$ cat config.mk
export PLATFORM = sky130hd
export DESIGN_NAME = sdram_init_seq
export DESIGN_NICKNAME = d
export VERILOG_FILES = /design/src/rtl/sdram_init_pkg.sv /design/src/rtl/sdram_init_step_dec.sv /design/src/rtl/sdram_init_dwell.sv /design/src/rtl/sdram_init_seq.sv
export SDC_FILE = /design/constraint.sdc
export NUM_CORES = 1
export LEC_CHECK = 0
export BUFFER_PORTS_ARGS = -buffer_cell sky130_fd_sc_hd__buf_2
export CORE_MARGIN = 3
export CORE_UTILIZATION = 51
export DETAILED_ROUTE_END_ITERATION = 8
export GPL_ROUTABILITY_DRIVEN = 0
export MAX_ROUTING_LAYER = met4
export PLACE_DENSITY = 0.81
export SLEW_MARGIN = 25
export SYNTH_ARGS = -nofsm -noshare
export SYNTH_HDL_FRONTEND = slang
export SYNTH_SLANG_ARGS = --single-unit
$ cat constraint.sdc
create_clock -name clk_i -period 2.6 [get_ports clk_i]
set_clock_uncertainty 0.05 [all_clocks]
set_input_delay 0.26 -clock clk_i [delete_from_list [all_inputs] [get_ports clk_i]]
set_output_delay 0.26 -clock clk_i [all_outputs]
set_load 0.01 [all_outputs]
$ cat src/rtl/sdram_init_pkg.sv
package sdram_init_pkg;
  typedef enum logic [3:0] {
    CMD_MRS  = 4'b0000,
    CMD_REF  = 4'b0001,
    CMD_PALL = 4'b0010,
    CMD_NOP  = 4'b0111
  } cmd_e;

  typedef enum logic [2:0] {
    STP_PALL0   = 3'd0,
    STP_EMRS    = 3'd1,
    STP_MRS_DLL = 3'd2,
    STP_PALL1   = 3'd3,
    STP_REF0    = 3'd4,
    STP_REF1    = 3'd5,
    STP_MRS_FIN = 3'd6
  } step_e;

  typedef enum logic [2:0] {
    PH_OFF  = 3'd0,
    PH_CKE  = 3'd1,
    PH_CMD  = 3'd2,
    PH_GAP  = 3'd3,
    PH_DONE = 3'd4
  } phase_e;
endpackage

$ cat src/rtl/sdram_init_step_dec.sv
module sdram_init_step_dec
  import sdram_init_pkg::*;
#(
  parameter int ADDR_W      = 13,
  parameter int BA_W        = 2,
  parameter int CNT_W       = 8,
  parameter int AP_BIT      = 10,
  parameter int DLL_RST_BIT = 8
) (
  input  step_e              step_i,
  input  logic               ddr_i,
  input  logic [ADDR_W-1:0]  mode_i,
  input  logic [ADDR_W-1:0]  emode_i,
  input  logic [CNT_W-1:0]   t_rp_i,
  input  logic [CNT_W-1:0]   t_rfc_i,
  output cmd_e               cmd_o,
  output logic [BA_W-1:0]    ba_o,
  output logic [ADDR_W-1:0]  addr_o,
  output logic [CNT_W-1:0]   gap_o,
  output step_e              next_o,
  output logic               last_o
);
  logic [CNT_W-1:0] rp_gap, rfc_gap;

  // zero wait still needs one cycle between commands
  assign rp_gap  = (t_rp_i  == '0) ? CNT_W'(1) : t_rp_i;
  assign rfc_gap = (t_rfc_i == '0) ? CNT_W'(1) : t_rfc_i;

  always_comb begin
    cmd_o  = CMD_NOP;
    ba_o   = '0;
    addr_o = '0;
    gap_o  = CNT_W'(2);
    unique case (step_i)
      STP_PALL0, STP_PALL1: begin
        cmd_o          = CMD_PALL;
        addr_o[AP_BIT] = 1'b1;
        gap_o          = rp_gap;
      end
      STP_EMRS: begin
        cmd_o  = CMD_MRS;
        ba_o   = BA_W'(1);
        addr_o = emode_i;
      end
      STP_MRS_DLL: begin
        cmd_o               = CMD_MRS;
        addr_o              = mode_i;
        addr_o[DLL_RST_BIT] = ddr_i;
      end
      STP_REF0, STP_REF1: begin
        cmd_o = CMD_REF;
        gap_o = rfc_gap;
      end
      STP_MRS_FIN: begin
        cmd_o               = CMD_MRS;
        addr_o              = mode_i;
        addr_o[DLL_RST_BIT] = 1'b0;
      end
      default: ;
    endcase
  end

  always_comb begin
    if (step_i == STP_PALL0) next_o = ddr_i ? STP_EMRS : STP_MRS_DLL;
    else if (step_i == STP_MRS_FIN) next_o = STP_MRS_FIN;
    else next_o = step_e'(step_i + 3'd1);
  end

  assign last_o = (step_i == STP_MRS_FIN);
endmodule

$ cat src/rtl/sdram_init_dwell.sv
module sdram_init_dwell #(
  parameter int W = 8
) (
  input  logic         clk_i,
  input  logic         rst_ni,
  input  logic         load_i,
  input  logic [W-1:0] val_i,
  output logic [W-1:0] cnt_o
);
  always_ff @(posedge clk_i or negedge rst_ni) begin
    if (!rst_ni)              cnt_o <= '0;
    else if (load_i)          cnt_o <= val_i;
    else if (cnt_o != '0)     cnt_o <= cnt_o - W'(1);
  end
endmodule

$ cat src/rtl/sdram_init_seq.sv
module sdram_init_seq
  import sdram_init_pkg::*;
#(
  parameter int ADDR_W      = 13,
  parameter int BA_W        = 2,
  parameter int CNT_W       = 8,
  parameter int AP_BIT      = 10,
  parameter int DLL_RST_BIT = 8,
  parameter int DLL_WAIT    = 200
) (
  input  logic              clk_i,
  input  logic              rst_ni,
  input  logic              ddr_mode_i,
  input  logic [ADDR_W-1:0] mode_val_i,
  input  logic [ADDR_W-1:0] emode_val_i,
  input  logic [CNT_W-1:0]  t_rp_i,
  input  logic [CNT_W-1:0]  t_rfc_i,
  output logic              cke_o,
  output logic [3:0]        cmd_o,
  output logic [BA_W-1:0]   ba_o,
  output logic [ADDR_W-1:0] addr_o,
  output logic              done_o,
  output logic              mode_wr_en_o
);
  localparam int DLL_W = $clog2(DLL_WAIT + 1);

  phase_e phase_q, phase_d;
  step_e  step_q, step_d, next_step;
  logic   dll_armed_q;

  cmd_e              dec_cmd;
  logic [BA_W-1:0]   dec_ba;
  logic [ADDR_W-1:0] dec_addr;
  logic [CNT_W-1:0]  dec_gap, gap_cnt;
  logic [DLL_W-1:0]  dll_cnt;
  logic              dec_last, gap_load, dll_load, adv, dll_ok;

  sdram_init_step_dec #(
    .ADDR_W(ADDR_W), .BA_W(BA_W), .CNT_W(CNT_W),
    .AP_BIT(AP_BIT), .DLL_RST_BIT(DLL_RST_BIT)
  ) u_dec (
    .step_i (step_q),
    .ddr_i  (ddr_mode_i),
    .mode_i (mode_val_i),
    .emode_i(emode_val_i),
    .t_rp_i (t_rp_i),
    .t_rfc_i(t_rfc_i),
    .cmd_o  (dec_cmd),
    .ba_o   (dec_ba),
    .addr_o (dec_addr),
    .gap_o  (dec_gap),
    .next_o (next_step),
    .last_o (dec_last)
  );

  assign gap_load = (phase_q == PH_CMD);

  sdram_init_dwell #(.W(CNT_W)) u_gap (
    .clk_i (clk_i),
    .rst_ni(rst_ni),
    .load_i(gap_load),
    .val_i (dec_gap - CNT_W'(1)),
    .cnt_o (gap_cnt)
  );

  assign dll_load = (phase_q == PH_CMD) && (step_q == STP_MRS_DLL) && ddr_mode_i;

  sdram_init_dwell #(.W(DLL_W)) u_dll (
    .clk_i (clk_i),
    .rst_ni(rst_ni),
    .load_i(dll_load),
    .val_i (DLL_W'(DLL_WAIT - 1)),
    .cnt_o (dll_cnt)
  );

  assign dll_ok = !ddr_mode_i || (dll_armed_q && (dll_cnt <= DLL_W'(1)));

  always_comb begin
    adv = 1'b0;
    if (phase_q == PH_CMD)      adv = (dec_gap == CNT_W'(1));
    else if (phase_q == PH_GAP) adv = (gap_cnt <= CNT_W'(1));
  end

  always_comb begin
    phase_d = phase_q;
    step_d  = step_q;
    unique case (phase_q)
      PH_OFF: phase_d = PH_CKE;
      PH_CKE: begin
        phase_d = PH_CMD;
        step_d  = STP_PALL0;
      end
      PH_CMD, PH_GAP: begin
        if (!adv)          phase_d = PH_GAP;
        else if (!dec_last) begin
          phase_d = PH_CMD;
          step_d  = next_step;
        end
        else if (dll_ok)   phase_d = PH_DONE;
        else               phase_d = PH_GAP;
      end
      PH_DONE: phase_d = PH_DONE;
      default: phase_d = PH_OFF;
    endcase
  end

  always_ff @(posedge clk_i or negedge rst_ni) begin
    if (!rst_ni) begin
      phase_q     <= PH_OFF;
      step_q      <= STP_PALL0;
      dll_armed_q <= 1'b0;
    end else begin
      phase_q <= phase_d;
      step_q  <= step_d;
      if (dll_load) dll_armed_q <= 1'b1;
    end
  end

  assign cke_o        = (phase_q != PH_OFF);
  assign cmd_o        = (phase_q == PH_CMD) ? dec_cmd  : CMD_NOP;
  assign ba_o         = (phase_q == PH_CMD) ? dec_ba   : '0;
  assign addr_o       = (phase_q == PH_CMD) ? dec_addr : '0;
  assign done_o       = (phase_q == PH_DONE);
  assign mode_wr_en_o = (phase_q != PH_DONE);
endmodule

==> impl_metrics.py, run 1 <==
metrics = {
    "run_status": {
        "status": "completed",
    },
    "clocking": {
        "root_buffer": "clkbuf_8",
        "htreeDepth": 1,
        "cts.path.max_buffers": 2,
        "clkLatencyLatePin_ps": 260,
        "postCtsSetupBuffers": 0,
        "path_clk_slew_ps": 80,
        "cts.sinks": 23,
        "cts-buffers-inserted": 3,
        "tritoncts": "built",
    },
    "layout": {
        "final_area_mm2": 0.00238,
        "syn2layout_area_growth_pct": 21.9,
        "register_area_um2": 576,
        "final_common_cell": "buf_2",
        "nFillCells": 321,
        "multi_input_area_mm2": 0.00128,
        "mostFrequentLayoutCells": "63 x buf_2, 23 x dfrtp_1, 20 x nand2_1",
        "diodes": 0,
        "drive_above_1_share": 0.287,
        "nNetsFinal": 357,
    },
    "route": {
        "first_pass_iters": 4,
        "ant_nets": 0,
        "drt-total-wl_um": 4600,
        "num_vias": 1966,
        "drc": 0,
        "avgViaCountPerCell": 5.68,
        "wl_per_cell_um": 13.3,
        "drtIter0Drc": 164,
    },
    "pwr": {
        "p_leak_uw": 0.00111,
        "cellPowerDensity_mw_per_mm2": 275,
        "peakVddDrop_uv": 232,
    },
    "worst_hold_path": {
        "hold_depth": 4,
        "hp-class": "in -> reg",
    },
    "floorplanning": {
        "dieHeight_um": 67.9,
        "fp.dieW_um": 67.9,
        "die-area_mm2": 0.00461,
        "core_area_mm2": 0.00352,
        "start_util": 0.554,
        "num_rows": 21,
        "io_pins": 67,
    },
    "synthesis": {
        "synth_compound_area_frac": 0.263,
        "yosys_register_bits": 23,
        "synthArstFlopShare": 1.00,
        "synth_mux_area_frac": 0.0160,
        "synth_xor_area_frac": 0.0359,
        "yosys_most_used_dff": "dfrtp_1",
        "synthAdderAreaFrac": 0.0705,
        "ys_warn_count": 0,
        "syn_area_mm2": 0.00195,
        "synth_top_family_by_area": "compound AO/OA/AOI/OAI gates",
        "synth-simple-area-share": 0.263,
        "synth.avg_cell_area_um2": 8.34,
        "synth.distinct_cells": 57,
        "synth_seq_area_share": 0.295,
        "synth_edf_count": 0,
        "synth_cells": 234,
    },
    "timing": {
        "period_share": 0.925,
        "maxSlewHeadroom": 0.523,
        "rsz0062_at_grt": "no",
        "fin_tns_setup_ps": 0,
        "worst_pin_slew_ps": 709,
        "hold_viol": 0,
        "setup_viol": 0,
        "report.final.slew_viol_count": 0,
        "fmax_mhz": 416,
        "period_needed_ps": 2410,
    },
    "placed_design": {
        "portBuffers": 63,
        "post-dp-hpwl_um": 3700,
        "dpl_cell_area_mm2": 0.00232,
    },
    "grt": {
        "grt_use_total": 0.219,
        "grt_overflow": 0,
        "grt_pass1_wl_um": 7620,
        "grt_max_degree": 24,
        "antenna_found_initial": 0,
        "first_global_vias": 1803,
    },
    "setup_path": {
        "path_class": "reg -> reg",
        "cp.required_ps": 2710,
        "path_max_fanout": 6,
        "crit_path_max_incr_delay_ps": 440,
        "cp_cell_sequence": "ha_1, ha_1, or2_4, a21oi_1, ha_1, nand4_1, or2_0, a221oi_1",
        "worstPathArrival_ps": 2520,
        "endpoint_kind": "register",
        "worstRegToRegCells": 8,
        "startpoint_type": "register",
        "cpMostUsedCell": "ha_1",
        "cpMaxStageDelayCell": "dfrtp_1",
    },
    "flow_run": {
        "maxCapViolCount": 0,
    },
}
==> per-stage QoR <==
step	hold WS [ps]	total power [µW]	setup WS, ps	utilization	cells
floorplan	-85.6	394	243	-	235
global placement	207	440	141	0.658	341
detailed placement	210	441	121	0.658	341
CTS	326	657	88.1	0.673	346
global route	351	689	10.4	0.676	346
finish	331	653	194	0.676	346
==> area by class of cell <==
class / count / share of cell area
clock buffers: 4 / 0.0189
inverters: 13 / 0.0205
multi-input cells: 190 / 0.539
flip-flops and latches: 23 / 0.242
well taps: 46 / 0.0242
repair buffers: 70 / 0.156
==> cell usage after synthesis, drive strengths merged (3+ instances only) <==
library cell,count,share of area
clkbuf,3,0.0058
buf,6,0.024
and2,3,0.0096
nand2b,9,0.029
nor2b,7,0.024
nor4,8,0.026
xnor2,4,0.018
nand3,8,0.021
a21oi,10,0.026
nor3,6,0.018
ha,11,0.071
or2,3,0.0096
nor2,15,0.029
inv,13,0.025
o21ai,14,0.036
or3,4,0.013
a22oi,4,0.015
a22o,14,0.064
a211oi,3,0.012
dfrtp,23,0.29
o22ai,4,0.013
o31ai,6,0.026
nand2,20,0.038
xor2,4,0.018
==> path summary, 6_finish.rpt <==
check / from / end / slack (ps)
max in group asynchronous: rst_ni / u_gap.cnt_o[0] / 1700
worst min register to register: dll_armed_q / dll_armed_q / 410
worst min-delay path: ddr_mode_i / step_q[0] / 330
min in group asynchronous: rst_ni / u_dll.cnt_o[1] / 450
worst max-delay path: step_q[0] / step_q[2] / 190
worst max register to register: step_q[0] / step_q[2] / 190
==> report_power, final <==
part | internal [µW] | switching (µW) | total (µW) | leakage, µW
logic | 37.5 | 40.9 | 78.4 | 0.000822
registers | 357 | 0 | 357 | 0.000261
clock network | 109 | 108 | 217 | 0.0000228
==> cell families after synthesis <==
kind of cell,after synthesis
simple gates,94
compound gates,72
flops,23
buf+inv,22
fa+ha+maj,11
xor+xnor,8
mux,3
other cells,1
==> flip-flops by register name, summed over array words and instances (netlist names) <==
name	cells
dll_armed_q	1
u_dll.cnt_o	8
phase_q	3
u_gap.cnt_o	8
step_q	3
==> metal layers <==
| layer | part of all wire | vias up | GRT usage |
|---|---|---|---|
| met4 | 0.016 | 0 | 0.0794 |
| met5 | 0 | - | - |
| met2 | 0.45 | 56 | 0.350 |
| met3 | 0.036 | 6 | 0.0148 |
| li1 | - | 1003 | - |
| met1 | 0.50 | 901 | 0.293 |
==> worst max-delay path: cells and delay by family (launching register included) <==
| family | cells | cell delay (ps) |
|---|---|---|
| and+or+nand+nor | 3 | 680 |
| adders and majority gates | 3 | 660 |
| AOI/OAI and AO/OA | 2 | 480 |
| DFF | 1 | 440 |
==> timing repair <==
action | in CTS | in global routing
resized for setup | 0 | 3
endpoints found under the hold margin | 23 | 0
hold buffers | 1 | 0
setup endpoints to repair | 0 | 7
Power figures use the tool's default switching activity.
==> inputs of run 2 (changes only) <==
ABC_AREA = 0   (was default)
HOLD_SLACK_MARGIN = 0.1   (was default)
MAX_ROUTING_LAYER = default   (was met4)
==> run 2 against run 1 <==
Compared with the run above:
- combinational power hardly changed
- first-iteration DRC count decreased by 1.2%
- highest routed layer unchanged
- fmax hardly changed
- largest power group unchanged
==> impl_metrics.py, run 2 (same netlist as run 1, synthesis figures left out) <==
metrics = {
    "run_status": {
        "status": "completed",
    },
    "setup_path": {
        "r2r_end": "step_q[2]",
        "r2r_slack_ps": 190,
        "cp.required_ps": 2710,
        "startpoint_type": "register",
        "r2r_start": "step_q[0]",
        "path_max_fanout": 6,
        "worstRegToRegCells": 8,
        "worstPathArrival_ps": 2520,
        "endpoint_kind": "register",
        "path_class": "reg -> reg",
    },
    "timing": {
        "rsz0062_at_grt": "no",
        "period_needed_ps": 2410,
        "fmax_mhz": 415,
        "holdWs_ps": 327,
        "maxSlewHeadroom": 0.529,
        "period_share": 0.926,
        "worst_pin_slew_ps": 700,
        "report.final.slew_viol_count": 0,
        "setup_viol": 0,
        "hold_viol": 0,
        "setup_slack_ps": 193,
        "fin_tns_setup_ps": 0,
    },
    "grt": {
        "grt_pass1_wl_um": 7600,
        "antenna_found_initial": 0,
        "first_global_vias": 1805,
        "grt_overflow": 0,
        "grt_max_degree": 24,
        "grt_use_total": 0.213,
    },
    "layout": {
        "drive_above_1_share": 0.287,
        "nNetsFinal": 357,
        "final_common_cell": "buf_2",
        "register_area_um2": 576,
        "nFillCells": 321,
        "multi_input_area_mm2": 0.00128,
        "biggestRegsByFlops": "u_dll.cnt_o (8), u_gap.cnt_o (8)",
        "syn2layout_area_growth_pct": 21.9,
        "fin_util": 0.676,
        "mostFrequentLayoutCells": "63 x buf_2, 23 x dfrtp_1, 20 x nand2_1",
        "diodes": 0,
    },
    "floorplanning": {
        "fp.dieW_um": 67.9,
        "io_pins": 67,
        "num_rows": 21,
        "dieHeight_um": 67.9,
        "core_area_mm2": 0.00352,
        "start_util": 0.554,
        "die-area_mm2": 0.00461,
    },
    "route": {
        "wl_per_cell_um": 13.3,
        "drt-total-wl_um": 4610,
        "avgViaCountPerCell": 5.70,
        "num_vias": 1971,
        "ant_nets": 0,
        "first_pass_iters": 4,
        "drc": 0,
        "drtIter0Drc": 162,
    },
    "flow_run": {
        "maxCapViolCount": 0,
    },
    "clocking": {
        "path_clk_slew_ps": 80,
        "cts.sinks": 23,
        "root_buffer": "clkbuf_8",
        "cts.path.max_buffers": 2,
        "tritoncts": "built",
        "clkLatencyLatePin_ps": 260,
        "htreeDepth": 1,
        "cts-buffers-inserted": 3,
    },
    "placed_design": {
        "dp_slack_ps": 121,
        "portBuffers": 63,
        "post-dp-hpwl_um": 3700,
    },
    "worst_hold_path": {
        "min-delay-start": "ddr_mode_i",
        "hp-class": "in -> reg",
        "hold_depth": 4,
        "whs_endpoint": "step_q[0]",
    },
    "pwr": {
        "peakVddDrop_uv": 235,
        "p_leak_uw": 0.00111,
        "cellPowerDensity_mw_per_mm2": 275,
    },
}
==> run 2: cell counts in the layout (fill, tap and decap cells not counted) <==
Identical to the previous run, type by type.
==> run 2: stage by stage <==
stage	instances	instance area, µm²	total power [µW]
floorplan	235	1960	394
global placement	341	2320	440
detailed placement	341	2320	441
CTS	346	2370	657
global route	346	2380	689
finish	346	2380	655
==> run 2: critical path, cell delays in order (launching register included) <==
cell and delay, ps:
dfrtp_1 440, ha_1 220, ha_1 240, or2_4 280, a21oi_1 210, ha_1 200, nand4_1 150, or2_0 250
a221oi_1 270
==> run 2: worst max-delay path by stage <==
stage                         start              to  slack, ps  cells past startpoint
after global routing      step_q[1]       step_q[2]         10                     10
after floorplan           step_q[0]  u_gap.cnt_o[6]        240                     11
after CTS                 step_q[1]       step_q[2]         90                     10
final                     step_q[0]       step_q[2]        190                      8
after global placement    step_q[1]       step_q[2]        140                     10
after detailed placement  step_q[1]       step_q[2]        120                     10
==> run 2: final cells by class <==
type / count / area share
inverter: 13 / 0.0205
multi-input combinational: 190 / 0.539
tap: 46 / 0.0242
clock buffer: 4 / 0.0189
timing repair buffer: 70 / 0.156
sequential: 23 / 0.242
==> run 2: repair_timing <==
| action | 4_1_cts | 5_1_grt |
|---|---|---|
| resized for setup | 0 | 3 |
| hold buffers | 1 | 0 |
| setup buffers | 0 | 0 |
| endpoints found under the hold margin | 23 | 0 |
| setup endpoints to repair | 0 | 7 |
==> run 2: layer usage <==
layer  up-vias  share of wire  track usage
met5         -              0            0
met4         0          0.016       0.0794
met3         8          0.041       0.0148
met2        61           0.45        0.351
met1       900           0.50        0.291
li1       1002              -            -
==> run 2: power by group <==
part / total [µW] / internal [µW] / switching [µW]
Sequential: 357 / 357 / 0
Clock: 219 / 109 / 110
Combinational: 78.2 / 37.5 / 40.7
Total: 655 / 504 / 151
